===== config.mk =====
export PLATFORM = sky130hd
export DESIGN_NAME = sw_tri_seq
export DESIGN_NICKNAME = d
export VERILOG_FILES = /design/src/rtl/sw_seq_pkg.sv /design/src/rtl/sw_chan_ring.sv /design/src/rtl/sw_dual_edge.sv /design/src/rtl/sw_clamp_follow.sv /design/src/rtl/sw_tri_seq.sv
export SDC_FILE = /design/constraint.sdc
export NUM_CORES = 1
export LEC_CHECK = 0
export BUFFER_PORTS_ARGS = -buffer_cell sky130_fd_sc_hd__buf_2
export CAP_MARGIN = 30
export CORE_AREA = 2 2 39 41
export CTS_CLUSTER_SIZE = 40
export DETAILED_ROUTE_END_ITERATION = 10
export DIE_AREA = 0 0 41 43
export GPL_TIMING_DRIVEN = 1
export PLACE_DENSITY = 0.52
export SLEW_MARGIN = 40
export SYNTH_ARGS = -nofsm -noshare
export SYNTH_HDL_FRONTEND = slang
export SYNTH_SLANG_ARGS = --single-unit

===== constraint.sdc =====
create_clock -name clk -period 2.5 [get_ports clk]
set_input_delay 0.5 -clock clk [delete_from_list [all_inputs] [get_ports clk]]
set_output_delay 0.5 -clock clk [all_outputs]
set_load 0.02 [all_outputs]

===== src/rtl/sw_seq_pkg.sv =====
package sw_seq_pkg;
  localparam int unsigned SMP_SW_N = 2;
  typedef enum logic {SEQ_HALT = 1'b0, SEQ_RUN = 1'b1} run_e;
endpackage


===== src/rtl/sw_chan_ring.sv =====
module sw_chan_ring #(
  parameter int unsigned NUM_CH = 3
) (
  input  logic              clk,
  input  logic              rst,
  output logic [NUM_CH-1:0] chan_q,
  output logic              run_o,
  output logic              wrap_o
);
  import sw_seq_pkg::*;

  logic [NUM_CH-1:0] nxt;
  run_e              run_q;

  // bit 0 is entered from idle or from the last channel
  assign nxt[0] = chan_q[NUM_CH-1] | (chan_q == '0);
  for (genvar i = 1; i < NUM_CH; i++) begin : g_rot
    assign nxt[i] = chan_q[i-1];
  end

  assign wrap_o = ~rst & nxt[0];
  assign run_o  = (run_q == SEQ_RUN);

  always_ff @(posedge clk) begin
    if (rst) begin
      chan_q <= '0;
      run_q  <= SEQ_HALT;
    end else begin
      chan_q <= nxt;
      run_q  <= SEQ_RUN;
    end
  end
endmodule


===== src/rtl/sw_dual_edge.sv =====
module sw_dual_edge #(
  parameter int unsigned W = 1
) (
  input  logic         clk,
  input  logic         rst,
  input  logic         run,
  input  logic         close_req,
  output logic [W-1:0] sw_o
);
  for (genvar i = 0; i < W; i++) begin : g_bit
    logic p_q;
    logic n_q;

    // rising edge opens a window by making p differ from n
    always_ff @(posedge clk) begin
      if (rst)            p_q <= 1'b0;
      else if (close_req) p_q <= ~n_q;
    end

    // falling edge closes the window by copying p
    always_ff @(negedge clk) begin
      if (rst) n_q <= 1'b0;
      else     n_q <= p_q;
    end

    assign sw_o[i] = (p_q ^ n_q) & run;
  end
endmodule


===== src/rtl/sw_clamp_follow.sv =====
module sw_clamp_follow #(
  parameter int unsigned N = 3
) (
  input  logic         clk,
  input  logic         rst,
  input  logic         clamp_in,
  output logic [N-1:0] clamp_q
);
  always_ff @(posedge clk) begin
    if (rst) clamp_q <= '0;
    else     clamp_q <= {N{clamp_in}};
  end
endmodule


===== src/rtl/sw_tri_seq.sv =====
module sw_tri_seq #(
  parameter int unsigned NUM_CH    = 3,
  parameter int unsigned NUM_CLAMP = 3
) (
  input  logic                               clk,
  input  logic                               rst,
  input  logic                               clamp_in,
  output logic [NUM_CLAMP-1:0]               clamp_sw,
  output logic [sw_seq_pkg::SMP_SW_N-1:0]    in_smp_sw,
  output logic [NUM_CH-1:0]                  chan_sw,
  output logic                               conv_sw
);
  import sw_seq_pkg::*;

  logic run;
  logic wrap;

  sw_chan_ring #(.NUM_CH(NUM_CH)) u_ring (
    .clk   (clk),
    .rst   (rst),
    .chan_q(chan_sw),
    .run_o (run),
    .wrap_o(wrap)
  );

  sw_dual_edge #(.W(SMP_SW_N)) u_insmp (
    .clk      (clk),
    .rst      (rst),
    .run      (run),
    .close_req(wrap),
    .sw_o     (in_smp_sw)
  );

  sw_dual_edge #(.W(1)) u_conv (
    .clk      (clk),
    .rst      (rst),
    .run      (run),
    .close_req(~rst),
    .sw_o     (conv_sw)
  );

  sw_clamp_follow #(.N(NUM_CLAMP)) u_clamp (
    .clk     (clk),
    .rst     (rst),
    .clamp_in(clamp_in),
    .clamp_q (clamp_sw)
  );
endmodule


### Yosys cells after proc, flatten, opt, wreduce, memory -nomap -nowiden

Cells that the tools add are included.

| word-level totals | value |
|---|---|
| register bits | 11 |
| bits of input ports | 3 |
| output and inout bits | 9 |

| operators by class | value |
|---|---|
| multiplexer cells | 1 |
| bitwise operators | 12 |
| reductions and logical operators | 1 |

Operators with widths:

| cell | number |
|---|---|
| $and A1 B1 Y1 | 4 |
| $not A1 Y1 | 4 |
| $logic_not A3 Y1 | 1 |
| $xor A1 B1 Y1 | 3 |
| $mux W1 | 1 |
| $or A1 B1 Y1 | 1 |

### Depth between registers and ports, before layout

Gate-level depths: netlist of the first run.

| depth | value |
|---|---|
| depth after elaboration | 3 |
| mapped depth | 3 |
| mapped depth without buffers | 2 |

### Modules after synthesis

Synthesis of the first run repeated with hierarchy kept, for this count alone.

| second synthesis, totals | value |
|---|---|
| cells, all modules | 40 |
| area, all modules | 419.2 um^2 |

Modules (own cells, without submodules):

| module | instances | cells an instance | area an instance (um^2) | seq. area each (um^2) |
|---|---|---|---|---|
| sw_dual_edge at u_insmp | 1 | 15 | 148.9 | 80.1 |
| sw_chan_ring | 1 | 12 | 136.4 | 80.1 |
| sw_dual_edge at u_conv | 1 | 8 | 81.3 | 40.0 |
| sw_clamp_follow | 1 | 4 | 48.8 | 20.0 |
| sw_tri_seq | 1 | 1 | 3.8 | 0.0 |

==> results of run 1 <==
routing by layer:
metal  up-vias  track usage  wire [um]
met4         0      0.06000         10
met3         2      0.03141         32
met5         -            0          0
li1        137            -          -
met2         8       0.1063        287
met1       112       0.1053        255
synthesized netlist by cell type, drive strengths merged:
library cell and instances:
o21bai 1, and2 4, nor2b 6, mux2 2, dfxtp 11, buf 5
inv 2, xor2 3, nor2 3
power groups by stage:
stage / registers [uW] / logic [uW] / clock network, uW
after floorplan: 205 / 53.9 / 9.98
after global placement: 205 / 63.1 / 9.98
after detailed placement: 205 / 63.6 / 9.98
after CTS: 202 / 75.2 / 139
after global routing: 204 / 82.0 / 150
final: 202 / 75.3 / 136
state kept, by name, summed over array words and instances (netlist names):
name	flops
u_insmp.g_bit.p_q	2
u_ring.chan_q	3
u_conv.g_bit.p_q	1
u_conv.g_bit.n_q	1
u_ring.run_o	1
u_insmp.g_bit.n_q	2
u_clamp.clamp_q	1
path summary, 6_finish.rpt:
| kind | cells after the start | slack [ps] | start | to |
|---|---|---|---|---|
| worst max-delay path | 3 | -280 | u_conv.g_bit[0].n_q | conv_sw |
| worst min-delay path | 2 | 440 | clamp_in | u_clamp.clamp_q[0] |
| worst max register to register | 3 | 390 | u_insmp.g_bit[1].n_q | u_insmp.g_bit[1].p_q |
| worst min register to register | 1 | 510 | u_ring.chan_q[0] | u_ring.chan_q[1] |
stage by stage:
stage	utilization	cell area, um^2	cells	setup TNS [ps]	setup WS (ps)
after detailed placement	0.3300	456.7	59	0	11.16
after CTS	0.3816	528.0	67	-848.9	-284.4
final	0.3834	530.5	67	-825.3	-282.0
after global routing	0.3834	530.5	67	-1002	-337.9
after floorplan	-	422.9	37	0	69.27
after global placement	0.3300	456.7	59	0	12.67
worst max-delay path, cell delays in order, from the launching register on:
cell and delay [ps]:
sky130_fd_sc_hd__dfxtp_2 320, sky130_fd_sc_hd__xor2_1 130, sky130_fd_sc_hd__and2_4 150, sky130_fd_sc_hd__buf_6 100
layout make-up:
type | count | share of cell area
Sequential cell | 11 | 0.4222
Timing Repair Buffer | 13 | 0.1675
Tap cell | 16 | 0.03774
Clock buffer | 4 | 0.04953
Multi-Input combinational cell | 19 | 0.2948
Clock inverter | 3 | 0.02123
Inverter | 1 | 0.007075
logic make-up after synthesis:
| group | Yosys count | synth area share |
|---|---|---|
| compound gates | 1 | 0.04438 |
| buf+inv | 7 | 0.1154 |
| mux | 2 | 0.07101 |
| xor+xnor | 3 | 0.06214 |
| simple gates | 13 | 0.1864 |
| flops | 11 | 0.5207 |
repair_timing:
action	in CTS	in global routing
pin swaps	3	0
setup buffers	2	0
setup endpoints to repair	3	3
resized for setup	9	1
hold buffers	0	0
==> results by stage, run 1 <==
Run status:
- The flow ran to the end, but the final reports show violations.
- The checks that failed: setup timing.

Yosys:
- Of the post-synthesis cell area, the dominant cell type holds 0.5207.
- The number of warnings reported in the yosys synthesis log is 0.
- The count of different cell masters after synthesis is 11.
- The net count after synthesis is 40.
- The post-synthesis area per instance is around 11 um^2.
- After synthesis, the cell types taking the most area are sky130_fd_sc_hd__dfxtp_1, sky130_fd_sc_hd__buf_4, sky130_fd_sc_hd__mux2_4, sky130_fd_sc_hd__xor2_1, sky130_fd_sc_hd__and2_1.
- Counting flops and latches in the post-synthesis netlist gives 11.
- In this run the cell area of the synthesized design comes to ~420 um^2.
- The cell accounting for the most synthesized area is sky130_fd_sc_hd__dfxtp_1.
- After technology mapping, the gate count stands at 37.
- The sequential element share of the synthesized area is 0.5207.

Cells and area:
- The number of fill cells in the layout is 146.
- The library cells used most frequently in the layout, excluding fill and tap cells, are sky130_fd_sc_hd__buf_2, sky130_fd_sc_hd__dfxtp_1, sky130_fd_sc_hd__nor2b_1, sky130_fd_sc_hd__inv_1.
- In the final layout, the share of cells above drive strength 1 is 0.4902.
- The final net count is 55.
- The area occupied by multi-input gates is about 160 um^2.
- Relative to the synthesized area, the layout overhead comes to 25.44%.
- The combined flip-flop and latch cell area is around 220 um^2.
- The number of diodes is 0.

Die:
- The area of the placeable core is about 0.0014 mm^2.
- Pin placement for this block handled 12 I/O pins.
- The die outline area is 0.001763 mm^2.
- The initial utilization of the core area, before any placement, comes to 0.3056.
- Row generation in the floorplan step produced 14 rows.
- The width of the die is roughly 40 um.
- The die boundary height is between 40 and 50 um.

Pwr:
- The total power is around 410 uW.
- The logic gate share of total power is 0.182.
- The leakage power of the design is approximately 0.00027 uW.
- For this design the total switching power over the nets is between 100 and 150 uW.
- The share of total power dissipated in the clock network is 0.329.
- The cell-internal power is 302.4 uW.
- The power per unit of standard cell area is 779.2 mW/mm^2.
- The sequential share of power is 0.489.
- The proportion of total power due to net switching is 0.2685.
- The worst-case IR drop observed on VDD is 330.1 uV.

Placed design:
- Buffers placed on the I/O ports in this run total 11.
- The final HPWL from detailed placement is ~430 um.
- The final estimated routing congestion in global placement is 0.6676.

Drt:
- The total wire length after detailed routing is slightly below 600 um.
- The first-pass detailed-route iteration total is 3.
- The detail route stage leaves a number of antenna-violating nets equal to 0.
- The final routed wire length divided by cell count is 8.716 um.
- The starting DRC count in detailed routing is 2.
- The via count is about 260.
- The number of remaining DRC errors is 0.
- The via-per-instance ratio is 3.866.

STA:
- Setup repair after global routing could not meet its margin everywhere.
- Measured against its own limit, the worst slew margin works out to 0.8732.
- The largest clock skew in the final design is a little under 60 ps.
- Setup violations remaining at the end of the flow were counted as 3.
- The worst path setup slack after routing is -282.0 ps.
- The transition time at the pin with the least slew margin is between 150 and 200 ps.
- The post-route worst hold slack is 439.2 ps.
- The final hold violation count is 0.
- The number of pins exceeding their max-slew limit in the final report is 0.

Global routing:
- The total congestion overflow is 0.
- The initial antenna violation count came to 0.
- The first global-routing pass estimated 910 um of wire.
- For this run, the total global-route usage over all layers was measured as 0.08190.
- The pin count of the biggest net entering global routing is 11.
- The via count of the first global-routing pass is approximately 220.

Flow run:
- The tool flagged a number of max-cap violations equal to 0.

Clock network:
- The library cell used as clock root buffer is sky130_fd_sc_hd__clkbuf_4.
- After clock tree synthesis, the clock-pin slew on the worst setup and hold paths is roughly 70 ps.
- The number of sinks handled by clock tree synthesis is 11.
- The TritonCTS clock tree is built.
- TritonCTS created 3 clock buffers.
- For the worst-skew pair, the clock arrives at the later sink with an insertion delay of 320 ps.
- The deepest level of the CTS H-tree is 1.
- The deepest clock path buffer count is 2.

Setup path:
- For the worst setup path, the data required time is 2000 ps.
- The kind of start point of the critical path is a flip-flop.
- The type of destination of the critical path is an output port.
- The type of the worst setup path is reg2out.
- Along the worst path, the maximum fanout reaches 2.
- The arrival time of the worst setup path is about 2300 ps.

Hold path:
- The min-delay analysis places its worst path in the category in2reg.
Power figures use the tool's default switching activity.
==> run 2: changes to the inputs <==
--- a/config.mk
+++ b/config.mk
@@ -13,6 +13,7 @@
 export DIE_AREA = 0 0 41 43
 export GPL_TIMING_DRIVEN = 1
 export PLACE_DENSITY = 0.52
+export SETUP_SLACK_MARGIN = 0.15
 export SLEW_MARGIN = 40
 export SYNTH_ARGS = -nofsm -noshare
 export SYNTH_HDL_FRONTEND = slang
==> results by stage, run 2 (synthesized netlist as in run 1, its figures left out) <==
Run status:
- The flow ran to the end, but the final reports show violations.
- The final reports fail on setup timing.

Cells and area:
- The share of layout cells above drive strength 1 is 0.5385 (+0.04827).
- More flip-flops sit in one register than any other, and that register is u_ring.chan_q.
- The area growth from synthesis to layout is 28.40%.
- The number of diodes is 0 (unchanged).
- The cell area after layout came to 543.0 um^2 (+2.4%).
- The final net count was 56 (+1.8%).
- Leaving out fill and tap cells, the most frequent cells in the layout are sky130_fd_sc_hd__buf_2, sky130_fd_sc_hd__dfxtp_1, sky130_fd_sc_hd__nor2b_1, sky130_fd_sc_hd__inv_1.
- The largest registers in the layout are u_ring.chan_q x3, u_insmp.g_bit.n_q x2, u_insmp.g_bit.p_q x2.
- The number of flip-flops under the largest register name is 3 (unchanged).

Setup path:
- The worst setup path is captured at an output port.
- The arrival time of the worst setup path is 2280 ps (about the same).
- The endpoint identified for the worst register-to-register timing path is u_insmp.g_bit[0].p_q.
- The cell count of the worst reg-to-reg path is 4 (+1).
- STA classifies the critical path startpoint as a flip-flop.
- The maximum fanout along the worst path is 2 (unchanged).
- In this run the critical register-to-register path is launched from u_insmp.g_bit[0].n_q.
- The worst setup path is of the reg2out kind.
- The required time at the worst-slack endpoint is 2000 ps (about the same).
- The setup slack of the most critical reg-to-reg path is 300 ps (-90 ps).

Drt:
- The highest routed metal layer is met3.
- The met1 routed wirelength after detailed routing came to 242 um (-5.1%).
- The final routed wire length divided by cell count came to 7.809 um (-10%).
- The total length of routed met3 wires was 19 um (-41%).
- The residual antenna-violating net count after detailed routing came to 0 (unchanged).
- The first-pass detailed-route iteration total is 2 (-1).
- The total length of routed met2 wires came to 269 um (-6.3%).
- The via count is 258 (-0.39%).
- The number of remaining DRC errors was 0 (unchanged).
- The starting DRC count in detailed routing came to 1 (-1).
- The via-per-instance ratio came to 3.794 (-1.9%).
- The total wire length after detailed routing was 531 um (-9.1%).

Clock network:
- The TritonCTS clock tree is built.
- The library cell used as clock root buffer is sky130_fd_sc_hd__clkbuf_4.
- The clock input transition at the sequential cells of the worst setup and hold paths is 60 ps (about the same).
- The latest clock arrival within the worst-skew pair is 320 ps (about the same).
- The cts-stage hold buffer count is 0 (unchanged).
- The deepest level of the CTS H-tree is 1 (unchanged).
- The TritonCTS buffer count came to 3 (unchanged).
- The number of sinks handled by clock tree synthesis is 11 (unchanged).
- The deepest clock path buffer count is 2 (unchanged).

Pwr:
- The maximum resistive drop on vdd is 293.5 uV (-11%).
- The total power is 414.2 uW (+0.21%).
- The leakage power of the design is 0.0002775 uW (+3.5%).
- The power per unit of standard cell area is 762.8 mW/mm^2 (-2.1%).

Die:
- The width of the die is 41 um (unchanged).
- The number of rows in the core area is 14 (unchanged).
- The number of ports placed on the die boundary is 12 (unchanged).
- The die boundary height was 43 um (unchanged).
- The starting utilization of the core area came to 0.3056 (unchanged).
- The die outline area is 0.001763 mm^2 (unchanged).
- The area of the placeable core is 0.001384 mm^2 (unchanged).

Hold path:
- The hold path startpoint is clamp_in.
- The number of cells on the worst hold path is 2 (unchanged).
- The capture endpoint of the worst hold path is u_clamp.clamp_q[0].
- In this run the worst hold path is classified as in2reg.

Flow run:
- The max-cap check violation count is 0 (unchanged).

STA:
- The number of pins exceeding their max-slew limit in the final report is 0 (unchanged).
- The post-route worst hold slack is 444.7 ps (+5.528 ps).
- The worst path setup slack after routing came to -277.0 ps (+5.061 ps).
- The headroom to the max-slew limit is 0.8682 (-0.005026).
- Setup repair after global routing could not meet its margin everywhere.
- The number of setup violations in the final report is 3 (unchanged).
- The final hold violation count was 0 (unchanged).
- The transition time at the pin with the least slew margin is 197.8 ps (+7.539 ps).
- The largest clock skew in the final design is 57.14 ps (-0.6787 ps).

Global routing:
- The first-pass GRT wire length is 910 um (unchanged).
- The pin count of the biggest net entering global routing was 11 (unchanged).
- The via count of the first global-routing pass is 226 (+3.7%).
- The total congestion overflow is 0 (unchanged).
- The total global-route track usage is 0.08392 (+0.002022).
- The initial antenna violation count is 0 (unchanged).

Placed design:
- The number of port buffers is 11 (unchanged).
- The worst slack after detailed placement is 10.36 ps (-0.8076 ps).
- The total placed instance area was 467.9 um^2 (+2.5%).
- The final estimated routing congestion in global placement is 0.6177 (-7.5%).
[run 2: cell types whose count changed in the layout (fill, tap and decap cells not counted)]
cell / before / now
sky130_fd_sc_hd__buf_4: 2 / 3
sky130_fd_sc_hd__and2_4: 1 / 3
sky130_fd_sc_hd__and2_1: 3 / 1
[run 2: stage by stage]
step | std cells | utilization | setup TNS [ps]
final | 68 | 0.3924 | -821.9
after global routing | 68 | 0.3924 | -997.8
after CTS | 66 | 0.3816 | -874.6
after detailed placement | 59 | 0.3382 | 0
after global placement | 59 | 0.3382 | 0
after floorplan | 37 | - | 0
[run 2: worst max path at each step]
stage	from	end	slack (ps)	cells after the start
finish	u_insmp.g_bit[1].n_q	in_smp_sw[1]	-280	3
global placement	u_insmp.g_bit[0].n_q	in_smp_sw[0]	20	3
global route	u_insmp.g_bit[1].n_q	in_smp_sw[1]	-340	3
floorplan	u_conv.g_bit[0].n_q	conv_sw	140	2
detailed placement	u_insmp.g_bit[1].n_q	in_smp_sw[1]	10	3
CTS	u_insmp.g_bit[1].n_q	in_smp_sw[1]	-290	3
[run 2: power breakdown]
part / total, uW / internal, uW / switching [uW]
logic: 81.0 / 47.5 / 33.4
registers: 202 / 192 / 10.2
clock network: 131 / 67.9 / 63.3
[run 2: final cells by class]
cell class              instances  area, um^2
fillers                       142       840.8
inverters                       1       3.754
clock inverters                 3       11.26
clock buffers                   4       26.28
multi-input cells              19       161.4
well taps                      16       20.02
flip-flops and latches         11       224.0
repair buffers                 14       96.34
[run 2: metal layers]
layer | GRT usage | vias to the layer above
met2 | 0.09063 | 6
met1 | 0.1086 | 111
met5 | 0 | -
met4 | 0.1000 | 0
li1 | - | 141
met3 | 0.03141 | 0
[run 2: repair_timing]
item                       4_1_cts  5_1_grt
buffers inserted                 1        2
setup endpoints to repair        3        3
gates resized for setup          6        0
pin swaps                        1        0
[run 2: critical path: stages, from the launching register on]
cell and delay (ps):
sky130_fd_sc_hd__dfxtp_2 310, sky130_fd_sc_hd__xor2_1 150, sky130_fd_sc_hd__and2_4 130, sky130_fd_sc_hd__buf_6 120
==> run 3: changes to the inputs <==
--- a/config.mk
+++ b/config.mk
@@ -8,12 +8,14 @@
 export BUFFER_PORTS_ARGS = -buffer_cell sky130_fd_sc_hd__buf_2
 export CAP_MARGIN = 30
 export CORE_AREA = 2 2 39 41
+export CTS_BUF_LIST = sky130_fd_sc_hd__clkbuf_2
 export CTS_CLUSTER_SIZE = 40
 export DETAILED_ROUTE_END_ITERATION = 10
 export DIE_AREA = 0 0 41 43
 export GPL_TIMING_DRIVEN = 1
 export PLACE_DENSITY = 0.52
 export SETUP_SLACK_MARGIN = 0.15
+export SKIP_LAST_GASP = 1
 export SLEW_MARGIN = 40
 export SYNTH_ARGS = -nofsm -noshare
 export SYNTH_HDL_FRONTEND = slang
==> results by stage, run 3 (synthesized netlist as in run 1, its figures left out) <==
Clock network:
- The deepest clock path buffer count is 2 (unchanged).
- The TritonCTS buffer count came to 3 (unchanged).
- The tree is rooted in a sky130_fd_sc_hd__clkbuf_2.
- The number of sinks handled by clock tree synthesis is 11 (unchanged).
- The latest clock arrival within the worst-skew pair is 290 ps (-30 ps).
- The deepest level of the CTS H-tree is 1 (unchanged).
- The clock input transition at the sequential cells of the worst setup and hold paths came to 100 ps (+40 ps).
- TritonCTS built the clock tree.

Cells and area:
- The number of fill cells in the layout was 144 (+1.4%).
- The cell area after layout is 536.8 um^2 (-1.2%).
- The final net count is 56 (unchanged).
- The combined flip-flop and latch cell area was 224.0 um^2 (unchanged).
- u_ring.chan_q holds more flip-flops than any other register.
- In the final layout, the registers with the most flip-flops are u_ring.chan_q x3, u_insmp.g_bit.n_q x2, u_insmp.g_bit.p_q x2.
- Compared with the post-synthesis result, the final layout area differs by 26.92%.
- The library cells used most frequently in the layout, excluding fill and tap cells, are sky130_fd_sc_hd__buf_2, sky130_fd_sc_hd__dfxtp_1, sky130_fd_sc_hd__nor2b_1, sky130_fd_sc_hd__inv_1, sky130_fd_sc_hd__clkbuf_2.
- The number of diodes was 0 (unchanged).
- The area occupied by multi-input gates came to 161.4 um^2 (unchanged).
- The number of flip-flops under the largest register name came to 3 (unchanged).
- The share of layout cells above drive strength 1 was 0.5577 (+0.01923).

Setup path:
- STA classifies the critical path endpoint as an output port.
- The kind of start point of the critical path is a flip-flop.
- The maximum fanout along the worst path is 2 (unchanged).
- The required time at the worst-slack endpoint was 2000 ps (about the same).
- The setup slack of the most critical reg-to-reg path was 320 ps (+20 ps).
- The critical path in this run is classified as reg2out.
- The arrival time of the worst setup path is 2250 ps (-30 ps).

Placed design:
- The total placed instance area is 467.9 um^2 (unchanged).
- The number of port buffers is 11 (unchanged).
- The worst slack after detailed placement is 10.36 ps (unchanged).
- The final estimated routing congestion in global placement was 0.6177 (unchanged).

Global routing:
- The initial antenna violation count is 0 (unchanged).
- The total congestion overflow was 0 (unchanged).
- The pin count of the biggest net entering global routing is 11 (unchanged).
- The first-pass GRT wire length was 910 um (unchanged).
- The total global-route track usage is 0.08392 (unchanged).
- The via count of the first global-routing pass is 226 (unchanged).

STA:
- The number of setup violations in the final report came to 3 (unchanged).
- The number of pins exceeding their max-slew limit in the final report was 0 (unchanged).
- The worst path setup slack after routing is -252.5 ps (+24.44 ps).
- The transition time at the pin with the least slew margin was 198.1 ps (+0.3332 ps).
- The largest clock skew in the final design is 42.14 ps (-15.01 ps).
- The headroom to the max-slew limit is 0.8679 (about the same).
- The final hold violation count is 0 (unchanged).
- Setup repair after global routing could not meet its margin everywhere.

Drt:
- The via count came to 259 (+0.39%).
- The residual antenna-violating net count after detailed routing was 0 (unchanged).
- The first-pass detailed-route iteration total is 2 (unchanged).
- The via-per-instance ratio is 3.809 (+0.39%).
- The final routed wire length divided by cell count is 7.868 um (+0.75%).
- The total wire length after detailed routing is 535 um (+0.75%).
- The starting DRC count in detailed routing is 2 (+1).
- The number of remaining DRC errors is 0 (unchanged).

Pwr:
- The sequential share of power was 0.510 (+0.022).
- The switching power summed over all nets was 107.9 uW (+0.84%).
- The clock share of power is 0.285 (-0.032).
- The proportion of total power due to net switching is 0.2726 (+0.01435).
- The power per unit of standard cell area is 737.2 mW/mm^2 (-3.4%).
- The leakage power of the design is 0.0002792 uW (+0.59%).
- The logic gate share of total power came to 0.205 (+0.010).
- The maximum resistive drop on vdd is 266.6 uV (-9.2%).
- The cell-internal power is 287.8 uW (-6.3%).

Die:
- The number of rows in the core area was 14 (unchanged).
- The area of the placeable core is 0.001384 mm^2 (unchanged).
- The die boundary height is 43 um (unchanged).
- The die outline area is 0.001763 mm^2 (unchanged).
- The number of ports placed on the die boundary is 12 (unchanged).
- The width of the die was 41 um (unchanged).
- The starting utilization of the core area came to 0.3056 (unchanged).

Run status:
- The run finished, with violations left.
- The final reports fail on setup timing.

Hold path:
- The worst hold path belongs to the class in2reg.

Flow run:
- The max-cap check violation count came to 0 (unchanged).
==> run 3: cell count changes in the layout (fill, tap and decap cells not counted) <==
| cell | before | now |
|---|---|---|
| sky130_fd_sc_hd__clkbuf_2 | 0 | 4 |
| sky130_fd_sc_hd__clkbuf_4 | 3 | 0 |
| sky130_fd_sc_hd__clkbuf_1 | 1 | 0 |
==> run 3: worst max-delay path, stage by stage (launching register included) <==
cell                      delay (ps)
sky130_fd_sc_hd__dfxtp_2         310
sky130_fd_sc_hd__xor2_1          150
sky130_fd_sc_hd__and2_4          130
sky130_fd_sc_hd__buf_6           120
==> run 3: power by group through the flow <==
stage,clock [uW],combinational (uW),sequential [uW]
detailed placement,9.98,68.3,206
global route,134,87.8,205
floorplan,9.98,59.1,206
global placement,9.98,68.0,206
finish,113,81.0,202
CTS,121,78.8,202
==> run 3: area by class of cell <==
type,instances,share of cell area
flip-flops and latches,11,0.4172
multi-input cells,19,0.3007
repair buffers,14,0.1795
clock buffers,4,0.03730
well taps,16,0.03730
clock inverters,3,0.02098
inverters,1,0.006993
==> run 3: timing repair <==
item | 4_1_cts | 5_1_grt
endpoints found under the setup margin | 3 | 3
pin swaps | 1 | 0
hold buffers | 0 | 0
resized for setup | 6 | 0
cloned | 0 | 0
setup buffers | 1 | 2
==> run 3: path summary, 6_finish.rpt <==
path	start	endpoint	cells past startpoint
max	u_insmp.g_bit[1].n_q	in_smp_sw[1]	3
min	clamp_in	u_clamp.clamp_q[0]	2
max reg2reg	u_insmp.g_bit[0].n_q	u_insmp.g_bit[0].p_q	4
min reg2reg	u_ring.chan_q[1]	u_ring.chan_q[2]	1
==> run 3: through the flow <==
step,hold WS [ps],instances,total power (uW),utilization,TNS (ps)
2_1_floorplan,492.2,37,275.2,-,0
3_3_place_gp,506.5,59,283.7,0.3382,0
3_5_place_dp,514.8,59,284.3,0.3382,0
4_1_cts,429.8,66,402.5,0.3770,-826.8
5_1_grt,462.2,68,426.0,0.3879,-961.2
6_report,452.1,68,395.7,0.3879,-746.8
==> run 3: per-layer routing <==
metal | GRT usage | routed length, um | vias up | share of wire
met3 | 0.03141 | 19 | 0 | 0.036
met5 | 0 | 0 | - | 0
met2 | 0.09063 | 271 | 6 | 0.51
li1 | - | - | 140 | -
met4 | 0.1000 | 0 | 0 | 0
met1 | 0.1086 | 244 | 113 | 0.46
